==> src/rtl/card_strobe_sync.sv <==
module card_strobe_sync #(
  parameter int W           = 7,
  parameter int PRESET_INIT = 120
) (
  input  logic       clk,
  input  logic       rst,
  input  logic [3:0] phase,
  input  logic       disk_pulse,
  input  logic       good_pick,
  output logic       zero_mark,
  output logic [3:0] strobe
);
  localparam logic [W-1:0] TERM = {W{1'b1}};
  localparam logic [W-1:0] INIT = W'(PRESET_INIT);

  logic [W-1:0] pre_cnt, off_cnt, off_store, rep_cnt;
  logic         pre_run, off_run, armed_done, odd_seen, rep_run;
  logic [2:0]   stage;

  wire tick       = phase[0];
  wire zero_ev    = pre_run & tick & (pre_cnt == TERM);
  wire post_pulse = disk_pulse & (armed_done | zero_ev);
  wire rep_start  = post_pulse & odd_seen;
  wire match      = rep_run & tick & (rep_cnt == off_store) & ~rep_start;

  assign strobe[0] = (stage == 3'd1) & phase[2];
  assign strobe[1] = (stage == 3'd2) & phase[3];
  assign strobe[2] = (stage == 3'd3) & phase[0];
  assign strobe[3] = (stage == 3'd4) & phase[1];

  always_ff @(posedge clk) begin
    if (rst || good_pick) begin
      pre_cnt    <= rst ? '0 : INIT;
      pre_run    <= ~rst;
      off_cnt    <= '0;
      off_run    <= 1'b0;
      off_store  <= '0;
      armed_done <= 1'b0;
      odd_seen   <= 1'b0;
      rep_cnt    <= '0;
      rep_run    <= 1'b0;
      stage      <= 3'd0;
      zero_mark  <= 1'b0;
    end else begin
      zero_mark <= zero_ev;

      if (zero_ev) pre_run <= 1'b0;
      else if (pre_run && tick) pre_cnt <= pre_cnt + 1'b1;

      if (zero_ev) begin
        off_store  <= off_cnt;
        off_run    <= 1'b0;
        armed_done <= 1'b1;
      end else if (pre_run && disk_pulse) begin
        off_cnt <= '0;
        off_run <= 1'b1;
      end else if (off_run && tick) begin
        off_cnt <= off_cnt + 1'b1;
      end

      if (post_pulse) odd_seen <= ~odd_seen;

      if (rep_start) begin
        rep_cnt <= '0;
        rep_run <= 1'b1;
      end else if (match) begin
        rep_run <= 1'b0;
      end else if (rep_run && tick) begin
        rep_cnt <= rep_cnt + 1'b1;
      end

      if (match) stage <= 3'd1;
      else if (strobe != 4'd0) stage <= (stage == 3'd4) ? 3'd0 : stage + 3'd1;
    end
  end

  a_r1_phase_onehot: assert property (@(posedge clk) disable iff (rst) $onehot(phase));
  a_r2_no_marker_after_pick: assert property (@(posedge clk) disable iff (rst) good_pick |=> !zero_mark);
  a_r3_marker_single: assert property (@(posedge clk) disable iff (rst) zero_mark |=> !zero_mark);
  a_r6_strobe_needs_marker: assert property (@(posedge clk) disable iff (rst) (strobe != 4'd0) |-> armed_done);
  a_r7_onehot: assert property (@(posedge clk) disable iff (rst) $onehot0(strobe));
  a_r7_c_then_d: assert property (@(posedge clk) disable iff (rst) (strobe[0] && !good_pick) |=> strobe[1]);
  a_r7_d_then_a: assert property (@(posedge clk) disable iff (rst) (strobe[1] && !good_pick) |=> strobe[2]);
  a_r7_a_then_b: assert property (@(posedge clk) disable iff (rst) (strobe[2] && !good_pick) |=> strobe[3]);
endmodule

==> config.mk <==
export PLATFORM = sky130hd
export DESIGN_NAME = card_strobe_sync
export DESIGN_NICKNAME = d
export VERILOG_FILES = /design/src/rtl/card_strobe_sync.sv
export SDC_FILE = /design/constraint.sdc
export NUM_CORES = 1
export LEC_CHECK = 0
export ABC_AREA = 1
export BUFFER_PORTS_ARGS = -buffer_cell sky130_fd_sc_hd__buf_4
export CAP_MARGIN = 20
export CELL_PAD_IN_SITES_DETAIL_PLACEMENT = 1
export CELL_PAD_IN_SITES_GLOBAL_PLACEMENT = 1
export CORE_ASPECT_RATIO = 0.6
export CORE_UTILIZATION = 47
export DETAILED_ROUTE_END_ITERATION = 8
export PLACE_DENSITY_LB_ADDON = 0.1
export SYNTH_ARGS = -nofsm -noshare
export SYNTH_HDL_FRONTEND = slang
export SYNTH_SLANG_ARGS = --single-unit
==> constraint.sdc <==
create_clock -name clk -period 2.8 [get_ports clk]
set_input_delay 0.14 -clock clk [delete_from_list [all_inputs] [get_ports clk]]
set_output_delay 0.14 -clock clk [all_outputs]
set_load 0.02 [all_outputs]
==> qor.txt <==
status: finished clean
reg2reg setup slack: 1010 ps
first-pass GRT wire length: 7600 um
num rows: 17
synth warn: 0
clock tree root buffer cell: clkbuf_8
CTS H-tree lvls: 2
initial antenna violation count: 0
synth unique cells: 25
Seq/Total Area, Yosys: 0.441
CORE AREA: 3720 sq um
CTS clk-pin slew, worst paths: 80 ps
synthesized instance count: 248
Pre-antenna DRT Iters: 4
Arr. time, crit path: 1980 ps
commonest non-fill, non-tap cell in the layout: nand2_1
boundary pin count: 13
Crit path required time: 2990 ps
DRT Wirelength: 4480 um
synthesized net count: 264
crit end category: flip-flop
Vias/cell: 5.13
Final Net Count: 283
Least-Margin Pin Slew: 397 ps
Hold Path Sink: odd_seen
gr usage total: 0.236
global route hottest layer: met2
crit path kind: reg2reg
M2 GR Usage: 0.374
initial DRC count: 46
min-delay src: disk_pulse
initial core utilization: 0.500
crit path max fanout: 6
max_slew headroom: 0.735
GRT met3 Usage: 0.0559
number of diodes: 0
max_cap viols: 0
Hold WC Path Type: in2reg
Avg Cell Area, Syn: 7.51 sq um
Num CTS Buffers: 5
IR drop worst, VDD: 0.298 mV
Clock Sinks: 37
commonest non-fill, non-tap cells in the layout: nand2_1, inv_1, dfxtp_1, a21oi_1, nor2_1
remaining antenna violation count: 0
Die Area: 4230 sq um
DR vias: 1617
CP startpoint kind: flip-flop
Fin Setup TNS: 0 ps
share of cells above drive strength 1: 0.116
r2r endpoint: off_cnt[5]
final core utilization: 0.569
Worst-Skew Late Latency: 300 ps
hold path depth: 3
worst reg2reg path depth: 10
routability congestion estimate: 0.754
Longest Clk Path Bufs: 2
Synth Register Bits: 37
Final min period: 1790 ps
post-CTS resize count: 0
# hold bufs at CTS: 0
Layout area overhead: 13.8%
max-slew violations: 0
Fmax: 560 MHz
Synth Cell Area: 1860 sq um
Setup Skew: 8.00 ps
Worst R2R Start: pre_cnt[0]
vias in the first global route: 1622
Setup Buffers After CTS: 0
Power Dens Cells: 508 nW/um^2
Die W: 83.3 um
unrepaired setup endpoints after global routing: false
final setup vio count: 0
routed len/inst: 14.2 um
Leak: 0.874 nW
height of the die: 50.8 um
pin count of the biggest net entering global routing: 16
fin crit share: 0.638
total gr overflow: 0
Hold Violations, Final: 0
CTS tree: yes
DRC violations left: 0
grt met1 use: 0.316
IO Port Bufs: 12
DPL Wire Length: 3530 um
[how the worst max path moves through the flow]
| stage | endpoint | cells after the start | slack, ps | start |
|---|---|---|---|---|
| after floorplan | pre_cnt[0] | 6 | 970 | pre_cnt[0] |
| after global placement | off_cnt[5] | 10 | 1120 | pre_cnt[0] |
| after detailed placement | off_cnt[5] | 10 | 1040 | pre_cnt[0] |
| after CTS | off_cnt[5] | 10 | 1030 | pre_cnt[0] |
| after global routing | off_cnt[5] | 10 | 860 | pre_cnt[0] |
| final | off_cnt[5] | 10 | 1010 | pre_cnt[0] |
[flip-flops by register name (all words and copies together) (netlist names)]
name,flops
pre_cnt,7
off_cnt,7
armed_done,1
off_run,1
off_store,7
rep_cnt,7
rep_run,1
odd_seen,1
pre_run,1
zero_mark,1
stage,3
[power by group]
part	leakage [nW]	switching [mW]	internal [mW]
Clock	0.0566	0.194	0.254
Sequential	0.321	0.0106	0.559
Combinational	0.496	0.0381	0.0208
[metrics by stage]
step	area (sq um)	hold slack [ps]	setup slack [ps]	cells	power, mW
after global routing	2120	146	856	315	1.12
after global placement	2010	433	1120	307	0.637
after detailed placement	2010	445	1040	307	0.640
after CTS	2120	132	1030	315	1.08
final	2120	129	1010	315	1.08
after floorplan	1860	300	974	248	0.613
[worst max-delay path, cell delays in order, from the launching register on]
cell and delay, ps:
edfxtp_1 430, ha_1 260, nand3_2 120, nor2_4 60, nand2_4 90, nand2_1 170, inv_2 140, nand2_1 110
nor2_1 100, nand2_1 50, and3_1 150
[cell usage after synthesis]
cell / instances / area share
buf_6: 1 / 0.0060
nor2_4: 2 / 0.012
o31ai_1: 2 / 0.0081
a21oi_1: 22 / 0.059
inv_1: 41 / 0.083
o22ai_1: 6 / 0.020
nor2_2: 1 / 0.0034
nand3_1: 13 / 0.035
nand4_1: 2 / 0.0067
nand3_4: 1 / 0.0094
ha_1: 8 / 0.054
xnor2_1: 1 / 0.0047
nand3_2: 1 / 0.0054
dfxtp_1: 29 / 0.31
clkinv_1: 1 / 0.0020
nand2_4: 3 / 0.018
edfxtp_1: 8 / 0.13
a211oi_1: 1 / 0.0040
nor3_1: 5 / 0.013
nand2_1: 62 / 0.12
a31o_2: 1 / 0.0047
and3_1: 1 / 0.0034
inv_2: 2 / 0.0040
nor2_1: 20 / 0.040
o21ai_0: 14 / 0.038
[area by class of cell]
| class | instances | area, sq um |
|---|---|---|
| Timing Repair Buffer | 13 | 97.6 |
| Tap cell | 47 | 58.8 |
| Fill cell | 474 | 1600 |
| Clock buffer | 8 | 111 |
| Multi-Input combinational cell | 166 | 865 |
| Inverter | 44 | 165 |
| Sequential cell | 37 | 821 |
[metal layers]
layer	vias up	wire (um)
li1	835	-
met1	752	2330
met2	21	1930
met3	9	155
met4	0	61
met5	-	0
[logic make-up after synthesis]
family	share of synthesized area
fa+ha+maj	0.0538
flops	0.441
compound gates	0.134
simple gates	0.272
xor+xnor	0.00471
buf+inv	0.0948
Power figures use the tool's default switching activity.
